<file path="config.mk">
export PLATFORM = sky130hd
export DESIGN_NAME = dap_ctrl_top
export DESIGN_NICKNAME = d
export VERILOG_FILES = /design/src/rtl/dap_pkg.sv /design/src/rtl/dap_addr_decode.sv /design/src/rtl/dap_ctrl_regs.sv /design/src/rtl/dap_read_mux.sv /design/src/rtl/dap_ctrl_top.sv
export SDC_FILE = /design/constraint.sdc
export NUM_CORES = 1
export LEC_CHECK = 0
export CORE_AREA = 2 2 49 62
export CTS_CLUSTER_SIZE = 28
export DETAILED_ROUTE_END_ITERATION = 7
export DIE_AREA = 0 0 51 64
export GPL_TIMING_DRIVEN = 0
export PLACE_DENSITY = 0.82
export SYNTH_ARGS = -nofsm -noshare
export SYNTH_HDL_FRONTEND = slang
export SYNTH_SLANG_ARGS = --single-unit
</file>
<file path="constraint.sdc">
create_clock -name clk -period 4.6 [get_ports clk]
set_input_delay 0.69 -clock clk [delete_from_list [all_inputs] [get_ports clk]]
set_output_delay 0.69 -clock clk [all_outputs]
set_load 0.1 [all_outputs]
</file>
<file path="src/rtl/dap_pkg.sv">
package dap_pkg;
    localparam int DATA_W  = 32;
    localparam int PORT_W  = 8;
    localparam int BANK_W  = 4;
    localparam int RADDR_W = 2;
    localparam int CTRL_W  = 3;

    localparam logic [PORT_W-1:0]  SYS_PORT  = 8'h00;
    localparam logic [PORT_W-1:0]  OWN_PORT  = 8'h01;
    localparam logic [BANK_W-1:0]  REG_BANK  = 4'h0;
    localparam logic [BANK_W-1:0]  ID_BANK   = 4'hF;
    localparam logic [RADDR_W-1:0] ST_ADDR   = 2'd0;
    localparam logic [RADDR_W-1:0] CT_ADDR   = 2'd1;
    localparam logic [RADDR_W-1:0] ID_ADDR   = 2'd3;
    localparam logic [DATA_W-1:0]  ID_VALUE  = 32'h001C_0020;

    localparam int BIT_ERASE = 0;
    localparam int BIT_DBGOFF = 1;
    localparam int BIT_HALT  = 2;
    localparam int ST_BUSY   = 0;
    localparam int ST_SECURE = 1;
    localparam int ST_ENABLE = 2;

    typedef enum logic [1:0] {
        SEL_NONE,
        SEL_STATUS,
        SEL_CTRL,
        SEL_IDENT
    } reg_sel_e;

    typedef struct packed {
        logic [CTRL_W-1:0] ctrl;
        logic              blocked;
        logic              req;
    } ctrl_state_t;
endpackage

</file>
<file path="src/rtl/dap_addr_decode.sv">
module dap_addr_decode
    import dap_pkg::*;
#(
    parameter int                  P_W  = PORT_W,
    parameter int                  B_W  = BANK_W,
    parameter int                  A_W  = RADDR_W,
    parameter logic [PORT_W-1:0]   SYSP = SYS_PORT,
    parameter logic [PORT_W-1:0]   OWNP = OWN_PORT
) (
    input  logic           acc_valid,
    input  logic           acc_write,
    input  logic [P_W-1:0] port_sel,
    input  logic [B_W-1:0] bank_sel,
    input  logic [A_W-1:0] reg_addr,
    output logic           sysbus_sel,
    output logic           wr_ctrl,
    output logic           rd_en,
    output reg_sel_e       sel
);
    logic own_hit;

    always_comb begin
        own_hit    = acc_valid && (port_sel == OWNP);
        sysbus_sel = acc_valid && (port_sel == SYSP);
        sel        = SEL_NONE;
        if (own_hit) begin
            if (bank_sel == REG_BANK && reg_addr == ST_ADDR)      sel = SEL_STATUS;
            else if (bank_sel == REG_BANK && reg_addr == CT_ADDR) sel = SEL_CTRL;
            else if (bank_sel == ID_BANK && reg_addr == ID_ADDR)  sel = SEL_IDENT;
        end
        wr_ctrl = acc_valid && acc_write && (sel == SEL_CTRL);
        rd_en   = acc_valid && !acc_write;
    end
endmodule

</file>
<file path="src/rtl/dap_ctrl_regs.sv">
module dap_ctrl_regs
    import dap_pkg::*;
#(
    parameter int                W = CTRL_W,
    parameter logic [CTRL_W-1:0] SECURE_WMASK = 3'b001
) (
    input  logic         clk,
    input  logic         rst_n,
    input  logic         wr_ctrl,
    input  logic [W-1:0] wbits,
    input  logic         secure,
    input  logic         erase_enable,
    input  logic         erase_done,
    output logic [W-1:0] ctrl,
    output logic         blocked,
    output logic         erase_req
);
    ctrl_state_t st_d, st_q;

    always_comb begin
        st_d     = st_q;
        st_d.req = 1'b0;
        if (erase_done && st_q.ctrl[BIT_ERASE] && !st_q.blocked)
            st_d.ctrl[BIT_ERASE] = 1'b0;
        if (wr_ctrl) begin
            if (wbits[BIT_ERASE] && !st_q.ctrl[BIT_ERASE]) begin
                st_d.ctrl[BIT_ERASE] = 1'b1;
                st_d.blocked         = !erase_enable;
                st_d.req             = erase_enable;
            end
            for (int b = 1; b < W; b++) begin
                if (!secure || SECURE_WMASK[b])
                    st_d.ctrl[b] = wbits[b];
            end
        end
    end

    always_ff @(posedge clk) begin
        if (!rst_n) st_q <= '0;
        else        st_q <= st_d;
    end

    assign ctrl      = st_q.ctrl;
    assign blocked   = st_q.blocked;
    assign erase_req = st_q.req;
endmodule

</file>
<file path="src/rtl/dap_read_mux.sv">
module dap_read_mux
    import dap_pkg::*;
#(
    parameter int                DW = DATA_W,
    parameter int                CW = CTRL_W,
    parameter logic [DATA_W-1:0] IDV = ID_VALUE
) (
    input  logic          clk,
    input  logic          rst_n,
    input  logic          rd_en,
    input  reg_sel_e      sel,
    input  logic [CW-1:0] ctrl,
    input  logic          secure,
    input  logic          erase_enable,
    output logic [DW-1:0] rdata
);
    logic [DW-1:0] rdata_d, rdata_q;

    always_comb begin
        rdata_d = '0;
        if (rd_en) begin
            unique case (sel)
                SEL_STATUS: begin
                    rdata_d[ST_BUSY]   = ctrl[BIT_ERASE];
                    rdata_d[ST_SECURE] = secure;
                    rdata_d[ST_ENABLE] = erase_enable;
                end
                SEL_CTRL:  rdata_d[CW-1:0] = ctrl;
                SEL_IDENT: rdata_d = IDV;
                default:   rdata_d = '0;
            endcase
        end
    end

    always_ff @(posedge clk) begin
        if (!rst_n) rdata_q <= '0;
        else        rdata_q <= rdata_d;
    end

    assign rdata = rdata_q;
endmodule

</file>
<file path="src/rtl/dap_ctrl_top.sv">
module dap_ctrl_top
    import dap_pkg::*;
(
    input  logic               clk,
    input  logic               rst_n,
    input  logic               acc_valid,
    input  logic               acc_write,
    input  logic [PORT_W-1:0]  port_sel,
    input  logic [BANK_W-1:0]  bank_sel,
    input  logic [RADDR_W-1:0] reg_addr,
    input  logic [DATA_W-1:0]  wdata,
    input  logic               erase_done,
    input  logic               erase_enable,
    input  logic               secure,
    output logic [DATA_W-1:0]  rdata,
    output logic               sysbus_sel,
    output logic               erase_req,
    output logic               debug_off,
    output logic               halt_req
);
    logic              wr_ctrl;
    logic              rd_en;
    reg_sel_e          sel;
    logic [CTRL_W-1:0] ctrl_bits;
    logic              erase_blocked;

    dap_addr_decode u_dec (
        .acc_valid (acc_valid),
        .acc_write (acc_write),
        .port_sel  (port_sel),
        .bank_sel  (bank_sel),
        .reg_addr  (reg_addr),
        .sysbus_sel(sysbus_sel),
        .wr_ctrl   (wr_ctrl),
        .rd_en     (rd_en),
        .sel       (sel)
    );

    dap_ctrl_regs u_regs (
        .clk         (clk),
        .rst_n       (rst_n),
        .wr_ctrl     (wr_ctrl),
        .wbits       (wdata[CTRL_W-1:0]),
        .secure      (secure),
        .erase_enable(erase_enable),
        .erase_done  (erase_done),
        .ctrl        (ctrl_bits),
        .blocked     (erase_blocked),
        .erase_req   (erase_req)
    );

    dap_read_mux u_rd (
        .clk         (clk),
        .rst_n       (rst_n),
        .rd_en       (rd_en),
        .sel         (sel),
        .ctrl        (ctrl_bits),
        .secure      (secure),
        .erase_enable(erase_enable),
        .rdata       (rdata)
    );

    assign debug_off = ctrl_bits[BIT_DBGOFF];
    assign halt_req  = ctrl_bits[BIT_HALT];
endmodule

</file>
======== After elaboration in Yosys (flattened, before gate mapping) ========
Index checks and enable logic that the tools add are counted.
W data, S select, Z words.
storage, ports and cells
  bits in registers ....................... 37
  bits of input ports ..................... 53
  output and inout bits ................... 36
  word-level logic and storage cells ...... 44
cells by class
  eq/ne operators ......................... 7
  muxes and demuxes ....................... 9
  bitwise logic cells ..................... 1
  reduce and logical (&&, ||, !) cells .... 22
operators with widths
  cell                  count
  $mux W18              1
  $logic_and A1 B1 Y1   11
  $eq A8 B1 Y1 const B  1
  $logic_not A8 Y1      1
  $mux W2               4
  $eq A2 B2 Y1 const B  3
  $mux W3               2
  $pmux W3 S2           1
  $reduce_and A2 Y1     3
  $eq A2 B1 Y1 const B  2
  $eq A4 B4 Y1 const B  1
  $logic_not A1 Y1      4
  $logic_not A4 Y1      1
  $reduce_and A3 Y1     1
  $logic_not A2 Y1      1
  $mux W1               1
  $not A1 Y1            1

======== Depth between registers and ports, before layout ========
Gate-level depths: netlist (run 1).
  depth in word-level cells ............... 9
  gate-level depth with buffers ........... 7
  depth with buffers taken out ............ 7

======== Cells and area by module ========
Synthesis (run 1) repeated with hierarchy kept, for this count alone.
second synthesis, totals
  cell total of the unflattened synthesis .. 81
  area, all modules ....................... 718.2 um2
modules (own cells, without submodules)
  module           instances  cells each  area an instance (um2)  seq. area each (um2)
  dap_read_mux     1          46          397.9                   80.1
  dap_ctrl_regs    1          17          192.7                   100.1
  dap_addr_decode  1          18          127.6                   0.0

======== Least setup slack after synthesis (run 1) ========
OpenSTA, ideal clock, no wires.
  path kind ............................... input to output
  from .................................... in port_sel[1]
  to ...................................... out sysbus_sel
  arrival ................................. 2562 ps
  required time ........................... 3910 ps
  slack ................................... 1348 ps
  stages on the path ...................... 3
  buffers on the path ..................... 0
  cells stage by stage .................... nor4_1 > and4b_1 > nor2b_1
on the way
  longest elaborated chain between the ends .. 2
RTL lines
  what                 line                   text
  start: declaration   dap_ctrl_top.sv:8      input logic [PORT_W-1:0] port_sel,
  $logic_not A8 Y1     dap_addr_decode.sv:24  sysbus_sel = acc_valid && (port_sel == SYSP);
  $logic_and A1 B1 Y1  dap_addr_decode.sv:24
  end: declaration     dap_ctrl_top.sv:16     output logic sysbus_sel,
Every way passes these cells.

======== Worst setup path in the final report (run 1) ========
Ends and elaborated chain as after synthesis.

==> results.ini, run 1 <==
[run_status]
result_of_the_run = completed

[detailed_routing]
drt-initial-drc-count = 9
postRouteWirelength_um = 1420
detailroute.via_count = 672
detail_route.vias_per_cell = 3.80
drt_pre_antenna_iters = 4
average_detailed_routed_wire_length_per_instance_um = 7.99
post-route-drc-count = 0
ant_nets = 0

[global_route]
vias_in_the_first_global_route = 645
grt_antenna_before_repair = 0
largest_net_degree_at_the_start_of_global_routing = 11
grt_overflow = 0
grt_first_pass_wirelength_um = 2320
gr-usage-all-layers = 0.0893

[synth]
synth_warnings = 0
synth.ff_latch_count = 9
syn_std_cell_area_sq_um = 693
netlist.top_cell.by_area = buf_4
postSynthAreaPerCell_sq_um = 8.45
ys_async_sr_fraction = 0
synth_instances = 82
synthDistinctLibCells = 29
synth-edff-count = 0
yosys-top-cells-area = buf_4 (30%), dfxtp_1 (26%), ha_1 (5.4%), and4b_1 (2.9%), nand3_1 (2.9%)
synth-seq-area-share = 0.260
yosys.cell_count.top_type = buf_4
ys_dominant_reg_cell = dfxtp_1
synthDominantCellAreaShare = 0.303
ys_top_cells_by_count = buf_4 (28), dfxtp_1 (9), nor2_1 (5), nand2_1 (4), nand3_1 (4)

[setup_path]
crit_path_max_fanout = 5
crit_type = in -> out
worst-r2r-cell-count = 2
critPathCaptureType = output port
timing.rr.end = u_regs.blocked
cp-endpoint = sysbus_sel
setup.worst_path.start_class = input pin
worstPathRequired_ns = 3.91
critical_path_arrival_ns = 2.92
r2r_start = u_regs.ctrl[0]
critPathLaunch = port_sel[1]
r2r_slack_ns = 3.66

[timing]
maxSlewHeadroom = 0.347
final_hold_violation_count = 0
period_minus_slack_ns = 3.61
timing_max_transition_violations_final = 0
worst-slew-pin-transition_ns = 0.977
layout_worst_path_cycle_share = 0.786
timing.fmax_ghz = 0.277
setup_repair_after_global_routing_missed_its_margin = no
fin_skew_ns = 0.00110
finalSetupViolCount = 0
setup_tns_ns = 0

[final_layout]
final_nets = 200
insertedDiodeCount = 0
final_layout_size_suffix_gt1_frac = 0.245
flow.area_growth_from_synthesis_pct = 70.6
sequential_cell_area_sq_um = 180
multi_input_comb_area_sq_um = 382
layout_filler_cell_count = 260

[clock_network]
cts_num_sinks = 9
cts_hold_buf = 0
post-cts-setup-buffer-count = 0
cts.path.max_buffers = 2
cts_tree = done
cts_max_level = 1
num_cts_buffers = 3
cts.repair.resized = 0
clk_transition_reported_paths_ns = 0.05
insertion_delay_ns = 0.26
clockRootBuffer = clkbuf_4

[power_and_ir_drop]
vdd_ir_drop_max_mv = 0.126
pwr-share-seq = 0.290
pwr-share-clk = 0.218
p_leak_nw = 0.551
power_switching_uw = 124
switching_share = 0.462
comb_power_share = 0.492
power-per-cell-area_nw_per_um2 = 227
internal_power_uw = 145
p_total_uw = 269

[floorplanning]
initial_utilization = 0.261
design.core.area_sq_um = 2650
row_count = 21
die_w_um = 51
chipHeight_um = 64
design.portCount = 89
dieArea_sq_um = 3260

[placed_design]
number_of_buffer_cells_added_on_primary_ports = 33
hpwl_um = 1310
placer_congestion = 0.726

[worst_hold_path]
hold_path.startpoint = u_regs.ctrl[0]
timing.hold.worst.class = reg -> reg

[job]
max_cap_viol_count = 0

[flip-flops by register name, indices dropped and copies added, names as in the netlist]
| signal | count |
|---|---|
| u_regs.blocked | 1 |
| u_regs.erase_req | 1 |
| u_rd.rdata | 4 |
| u_regs.ctrl | 3 |
[critical path, stage by stage]
cell and delay (ns):
clkdlybuf4s50_1 0.40, nor4_1 0.24, and4b_1 0.30, nor2b_1 0.15
clkdlybuf4s50_1 1.13
[area by class of cell]
cell class | instances | area share
multi-input cells | 66 | 0.323
repair buffers | 33 | 0.279
plain buffers | 29 | 0.181
flip-flops and latches | 9 | 0.152
well taps | 34 | 0.0360
clock buffers | 4 | 0.0222
inverters | 2 | 0.00635
[power by group through the flow]
stage | registers, mW | clock network [mW] | logic [mW]
after floorplan | 0.0797 | 0 | 0.110
after CTS | 0.0779 | 0.0606 | 0.132
after global placement | 0.0797 | 0 | 0.131
after detailed placement | 0.0797 | 0 | 0.131
final | 0.0780 | 0.0587 | 0.132
after global routing | 0.0779 | 0.0636 | 0.137
[placed cells by master (no fill, tap or decap), types with 2 or more instances in the layout]
master           count
a22oi_1              2
and3_1               2
and4b_1              2
buf_4               28
clkbuf_1             2
clkbuf_4             3
clkdlybuf4s50_1     33
conb_1              25
dfxtp_1              9
ha_1                 3
inv_1                2
nand2_1              4
nand3_1              4
nor2_1               5
o21ai_0              3
[kinds of logic (layout without fill, tap and decap cells)]
group,Yosys count,in the layout,synth area share
muxes,1,1,0.0144
adders and majority gates,3,3,0.0542
and+or+nand+nor,27,27,0.235
DFF,9,9,0.260
other,1,25,0.00541
buffers and inverters,31,68,0.319
AOI/OAI and AO/OA,10,10,0.112
[metal layers]
| metal | global-route usage | part of all wire | up-vias |
|---|---|---|---|
| met5 | 0 | 0 | - |
| met4 | 0.0203 | 0.0092 | 0 |
| met3 | 0.0350 | 0.11 | 3 |
| met2 | 0.179 | 0.53 | 33 |
| met1 | 0.0800 | 0.35 | 284 |
| li1 | - | - | 352 |
[stage by stage]
stage               worst slack, ns  hold WS (ns)  area (sq um)   util  cells
finish                        0.986         0.463          1180  0.446    177
global placement               1.01         0.443          1160  0.436    173
floorplan                      1.35         0.435           783      -    106
global route                  0.880         0.504          1180  0.446    177
CTS                           0.972         0.467          1180  0.446    177
detailed placement            0.970         0.461          1160  0.436    173
[worst min path at each step]
stage,slack (ns),endpoint,cells past startpoint
final,0.46,u_rd.rdata[0],2
after global placement,0.44,u_regs.blocked,2
after floorplan,0.43,u_regs.blocked,2
after global routing,0.50,u_rd.rdata[0],2
after detailed placement,0.46,u_rd.rdata[0],2
after CTS,0.47,u_rd.rdata[0],2
Power figures use the tool's default switching activity.
==> run 2, diff against run 1 <==
CORE_AREA = 2 2 51 64   (was 2 2 49 62)
DIE_AREA = 0 0 53 66   (was 0 0 51 64)
PLACE_DENSITY = 0.77   (was 0.82)
clock period = 3.66 ns   (was 4.6 ns; I/O delays follow)
==> results.ini, run 2 (synthesized netlist as in run 1, its figures left out) <==
[setup_path]
timing.rr.end = u_regs.blocked
critical_path_arrival_ns = 2.82  ; -0.10 ns
worst-r2r-cell-count = 2  ; unchanged
worstPathRequired_ns = 3.11  ; -0.80 ns
r2r_start = u_regs.ctrl[0]
critPathCaptureType = output port
r2r_slack_ns = 2.70  ; -0.96 ns
setup.worst_path.start_class = input pin
crit_type = in -> out
crit_path_max_fanout = 5  ; unchanged

[global_route]
largest_net_degree_at_the_start_of_global_routing = 11  ; unchanged
grt_overflow = 0  ; unchanged
gr-usage-all-layers = 0.0877  ; -0.00157
grt_first_pass_wirelength_um = 2280  ; -1.8%
vias_in_the_first_global_route = 585  ; -9.3%
grt_antenna_before_repair = 0  ; unchanged

[floorplanning]
die_w_um = 53  ; +3.9%
initial_utilization = 0.240  ; -0.0214
design.core.area_sq_um = 2890  ; +8.9%
row_count = 22  ; +4.8%
design.portCount = 89  ; unchanged
dieArea_sq_um = 3500  ; +7.2%
chipHeight_um = 66  ; +3.1%

[timing]
finalSetupViolCount = 0  ; unchanged
maxSlewHeadroom = 0.344  ; -0.00244
final_hold_violation_count = 0  ; unchanged
setup_repair_after_global_routing_missed_its_margin = no
fin_skew_ns = 0.00459  ; +0.00349 ns
timing.fmax_ghz = 0.297
layout_worst_path_cycle_share = 0.920
worst-slew-pin-transition_ns = 0.981  ; +0.00364 ns
fin_worst_hold_slack_ns = 0.458  ; -0.00522 ns
setup_tns_ns = 0  ; unchanged
period_minus_slack_ns = 3.37
timing_max_transition_violations_final = 0  ; unchanged

[detailed_routing]
drt-initial-drc-count = 11  ; +2
post-route-drc-count = 0  ; unchanged
detailroute.via_count = 664  ; -1.2%
average_detailed_routed_wire_length_per_instance_um = 7.82  ; -2.2%
detail_route.vias_per_cell = 3.71  ; -2.3%
postRouteWirelength_um = 1400  ; -1.1%
ant_nets = 0  ; unchanged
drt_pre_antenna_iters = 2  ; -2

[final_layout]
layout_filler_cell_count = 304  ; +17%
finalInstanceArea_sq_um = 1180  ; +0.21%
final_common_cell = clkdlybuf4s50_1
final_layout_size_suffix_gt1_frac = 0.245  ; unchanged
largest_reg_flops = 4  ; unchanged
flow.area_growth_from_synthesis_pct = 70.9
top_library_cells_by_usage_in_the_layout_fill_and_taps_aside = clkdlybuf4s50_1 (33), buf_4 (28), conb_1 (25), dfxtp_1 (9), nor2_1 (5)
final_nets = 200  ; unchanged
final_cell_count_no_fill = 179  ; +1.1%
insertedDiodeCount = 0  ; unchanged

[worst_hold_path]
timing.hold.worst_path_depth = 2  ; unchanged
hold_path.startpoint = u_regs.ctrl[0]
timing.hold.worst.class = reg -> reg
worstHoldEndpoint = u_rd.rdata[0]

[clock_network]
cts_hold_buf = 0  ; unchanged
cts_max_level = 1  ; unchanged
clockRootBuffer = clkbuf_4
cts_tree = done
num_cts_buffers = 3  ; unchanged
cts_num_sinks = 9  ; unchanged
post-cts-setup-buffer-count = 0  ; unchanged
insertion_delay_ns = 0.26  ; about the same
cts.path.max_buffers = 2  ; unchanged
clk_transition_reported_paths_ns = 0.06  ; about the same
cts.repair.resized = 0  ; unchanged

[power_and_ir_drop]
power-per-cell-area_nw_per_um2 = 287  ; +26%
internal_power_uw = 182  ; +26%
power_switching_uw = 158  ; +28%
comb_power_share = 0.488  ; -0.004
vdd_ir_drop_max_mv = 0.173  ; +38%
pwr-share-seq = 0.288  ; -0.002
p_leak_nw = 0.551  ; unchanged
switching_share = 0.465  ; +0.00355
pwr-share-clk = 0.225  ; +0.007

[placed_design]
place.detailed.instances = 175  ; +1.2%
number_of_buffer_cells_added_on_primary_ports = 33  ; unchanged
placer_congestion = 0.592  ; -18%
hpwl_um = 1230  ; -6.4%
dpl_cell_area_sq_um = 1160  ; +0.22%

[job]
max_cap_viol_count = 0  ; unchanged

[run_status]
result_of_the_run = completed

-- run 2: cell counts in the layout (fill, tap and decap cells not counted) --
No cell type changed its count.
-- run 2: final cells by class --
type / instances / area (sq um) / share of cell area
plain buffers: 29 / 214 / 0.181
clock buffers: 4 / 26.3 / 0.0222
inverters: 2 / 7.51 / 0.00634
multi-input cells: 66 / 382 / 0.322
flip-flops and latches: 9 / 180 / 0.152
well taps: 36 / 45.0 / 0.0380
repair buffers: 33 / 330 / 0.279
-- run 2: metal layers --
| metal | track usage | up-vias | part of all wire |
|---|---|---|---|
| met5 | 0 | - | 0 |
| met4 | 0.0481 | 0 | 0.019 |
| met3 | 0.0407 | 4 | 0.14 |
| met2 | 0.147 | 36 | 0.47 |
| met1 | 0.0878 | 270 | 0.37 |
| li1 | - | 354 | - |
-- run 2: per-stage QoR --
stage                     worst slack (ns)  utilization  power (mW)
after global routing                 0.185        0.410       0.354
after floorplan                      0.690            -       0.238
after CTS                            0.280        0.410       0.342
after detailed placement             0.286        0.401       0.265
final                                0.292        0.410       0.340
after global placement               0.296        0.401       0.265
-- run 2: worst max path at each step --
stage / cells past startpoint / endpoint / start / slack [ns]
finish: 5 / sysbus_sel / port_sel[1] / 0.29
global route: 5 / sysbus_sel / port_sel[1] / 0.19
CTS: 5 / sysbus_sel / port_sel[1] / 0.28
detailed placement: 5 / sysbus_sel / port_sel[1] / 0.29
global placement: 5 / sysbus_sel / port_sel[1] / 0.30
floorplan: 3 / sysbus_sel / port_sel[1] / 0.69
-- run 2: power by group through the flow --
| stage | Combinational (mW) | Clock [mW] | Sequential [mW] |
|---|---|---|---|
| finish | 0.166 | 0.0765 | 0.0979 |
| global route | 0.172 | 0.0845 | 0.0979 |
| CTS | 0.165 | 0.0786 | 0.0979 |
| detailed placement | 0.165 | 0 | 0.100 |
| global placement | 0.165 | 0 | 0.100 |
| floorplan | 0.138 | 0 | 0.100 |
-- run 2: worst max-delay path, stage by stage --
cell and delay [ns]:
clkdlybuf4s50_1 0.40, nor4_1 0.28, and4b_1 0.30, nor2b_1 0.15, clkdlybuf4s50_1 1.15
==> run 3, diff against run 2 <==
ABC_AREA = 1   (was not set)
CORE_AREA = 2 2 52 66   (was 2 2 51 64)
DIE_AREA = 0 0 54 68   (was 0 0 53 66)
PLACE_DENSITY = 0.75   (was 0.77)
==> results.ini, run 3 <==
[clock_network]
cts_hold_buf = 0  ; unchanged
clk_transition_reported_paths_ns = 0.04  ; -0.02 ns
cts.repair.resized = 0  ; unchanged
cts.path.max_buffers = 2  ; unchanged
cts_num_sinks = 9  ; unchanged
cts_tree = done
insertion_delay_ns = 0.23  ; -0.03 ns
clockRootBuffer = clkbuf_8
num_cts_buffers = 3  ; unchanged
cts_max_level = 1  ; unchanged
post-cts-setup-buffer-count = 0  ; unchanged

[floorplanning]
row_count = 23  ; +4.5%
initial_utilization = 0.241  ; +0.00132
design.portCount = 89  ; unchanged
dieArea_sq_um = 3670  ; +5.0%
die_w_um = 54  ; +1.9%
chipHeight_um = 68  ; +3.0%
design.core.area_sq_um = 3110  ; +7.5%

[placed_design]
place.detailed.instances = 212  ; +21%
number_of_buffer_cells_added_on_primary_ports = 34  ; +3.0%
hpwl_um = 1330  ; +8.5%
dpl_cell_area_sq_um = 1230  ; +5.8%
placer_congestion = 0.691  ; +17%

[timing]
period_minus_slack_ns = 3.18  ; -0.185 ns
finalSetupViolCount = 0  ; unchanged
timing.fmax_ghz = 0.314  ; +5.8%
final_hold_violation_count = 0  ; unchanged
maxSlewHeadroom = 0.344  ; about the same
layout_worst_path_cycle_share = 0.870  ; -0.0506
timing_max_transition_violations_final = 0  ; unchanged
setup_repair_after_global_routing_missed_its_margin = no
fin_skew_ns = 0.000394  ; -0.00419 ns
worst-slew-pin-transition_ns = 0.980  ; -0.000440 ns
setup_tns_ns = 0  ; unchanged

[final_layout]
layout_filler_cell_count = 330  ; +8.6%
final_nets = 236  ; +18%
final_layout_size_suffix_gt1_frac = 0.201  ; -0.0436
multi_input_comb_area_sq_um = 393  ; +3.0%
insertedDiodeCount = 0  ; unchanged
finalInstanceArea_sq_um = 1270  ; +7.3%
final_cell_count_no_fill = 216  ; +21%
largest_reg_flops = 4  ; unchanged
top_library_cells_by_usage_in_the_layout_fill_and_taps_aside = clkdlybuf4s50_1 (34), buf_4 (28), conb_1 (25), nor2_1 (24), nand2_1 (24)
flow.area_growth_from_synthesis_pct = 69.6
sequential_cell_area_sq_um = 180  ; unchanged
final_common_cell = clkdlybuf4s50_1

[setup_path]
r2r_slack_ns = 2.81  ; +0.11 ns
critPathLaunch = acc_valid
worstPathRequired_ns = 3.11  ; about the same
worst-r2r-cell-count = 6  ; +4
critPathCaptureType = output port
timing.rr.end = u_regs.blocked
crit_path_max_fanout = 3  ; -2
r2r_start = u_regs.ctrl[0]
critical_path_arrival_ns = 2.63  ; -0.19 ns
cp-endpoint = sysbus_sel
crit_type = in -> out
setup.worst_path.start_class = input pin

[synth]
synth_warnings = 0  ; unchanged
yosys-top-cells-area = buf_4 (28%), dfxtp_1 (24%), nand2_1 (12%), nor2_1 (12%), inv_1 (7.5%)
synth_instances = 117  ; +43%
syn_std_cell_area_sq_um = 749  ; +8.1%
synth.ff_latch_count = 9  ; unchanged
ys_top_cells_by_count = buf_4 (28), nand2_1 (24), nor2_1 (24), inv_1 (15), dfxtp_1 (9)
synthDistinctLibCells = 15  ; -48%
postSynthAreaPerCell_sq_um = 6.41  ; -24%
yosys.cell_count.top_type = buf_4
synth-seq-area-share = 0.240  ; -0.0195
synth-edff-count = 0  ; unchanged
ys_async_sr_fraction = 0  ; unchanged
ys_dominant_reg_cell = dfxtp_1
netlist.top_cell.by_area = buf_4
synthDominantCellAreaShare = 0.280  ; -0.0228

[power_and_ir_drop]
power-per-cell-area_nw_per_um2 = 300  ; +4.5%
p_leak_nw = 0.650  ; +18%
vdd_ir_drop_max_mv = 0.266  ; +54%

[global_route]
gr-usage-all-layers = 0.0771  ; -0.0106
grt_overflow = 0  ; unchanged
grt_antenna_before_repair = 0  ; unchanged
vias_in_the_first_global_route = 581  ; -0.68%
grt_first_pass_wirelength_um = 2100  ; -7.9%
largest_net_degree_at_the_start_of_global_routing = 6  ; -5

[detailed_routing]
detail_route.vias_per_cell = 3.45  ; -6.9%
detailroute.via_count = 746  ; +12%
drt-initial-drc-count = 3  ; -8
ant_nets = 0  ; unchanged
postRouteWirelength_um = 1450  ; +3.5%
average_detailed_routed_wire_length_per_instance_um = 6.71  ; -14%
post-route-drc-count = 0  ; unchanged
drt_pre_antenna_iters = 4  ; +2

[job]
max_cap_viol_count = 0  ; unchanged

[run_status]
result_of_the_run = completed

[worst_hold_path]
timing.hold.worst.class = reg -> reg

[run 3: cell type report]
class / count / share of cell area
multi-input combinational: 89 / 0.309
timing repair buffer: 34 / 0.268
buffer: 28 / 0.165
sequential: 9 / 0.142
inverter: 15 / 0.0443
tap: 37 / 0.0364
clock buffer: 4 / 0.0354
[run 3: logic make-up (layout without fill, tap and decap cells)]
group,after synthesis,count (layout),share of synthesized area
and+or+nand+nor,60,60,0.342
buffers and inverters,43,81,0.356
DFF,9,9,0.240
adders and majority gates,3,3,0.0501
other,1,25,0.00500
AOI/OAI and AO/OA,1,1,0.00667
[run 3: critical path: stages]
cell	delay [ns]
clkdlybuf4s50_1	0.51
inv_1	0.07
or2_1	0.21
nor3_1	0.13
clkdlybuf4s50_1	1.16
[run 3: worst min path at each step]
stage | depth (start not counted) | startpoint | slack (ns) | endpoint
floorplan | 2 | u_regs.ctrl[0] | 0.43 | u_rd.rdata[0]
finish | 2 | u_regs.ctrl[0] | 0.46 | u_rd.rdata[0]
global route | 2 | u_regs.ctrl[0] | 0.50 | u_rd.rdata[0]
CTS | 2 | u_regs.ctrl[0] | 0.47 | u_rd.rdata[0]
global placement | 2 | u_regs.ctrl[0] | 0.46 | u_rd.rdata[0]
detailed placement | 2 | u_regs.ctrl[0] | 0.46 | u_rd.rdata[0]
[run 3: metrics by stage]
stage | util | setup WS [ns] | power, mW | hold WS (ns)
after floorplan | - | 0.301 | 0.241 | 0.435
after global placement | 0.395 | 0.484 | 0.269 | 0.455
after detailed placement | 0.395 | 0.470 | 0.269 | 0.458
after CTS | 0.409 | 0.465 | 0.382 | 0.466
after global routing | 0.409 | 0.426 | 0.396 | 0.504
final | 0.409 | 0.477 | 0.382 | 0.458
[run 3: layer usage]
metal	vias up	wire length [um]	track usage
met2	38	774	0.163
met1	289	498	0.0630
met4	0	27	0.0375
met5	-	0	0
li1	417	-	-
met3	2	148	0.0153
[run 3: where the power goes]
group / internal [mW] / switching (mW) / total [mW]
registers: 0.0984 / 0.000000502 / 0.0984
logic: 0.0434 / 0.126 / 0.170
clock network: 0.0757 / 0.0378 / 0.114
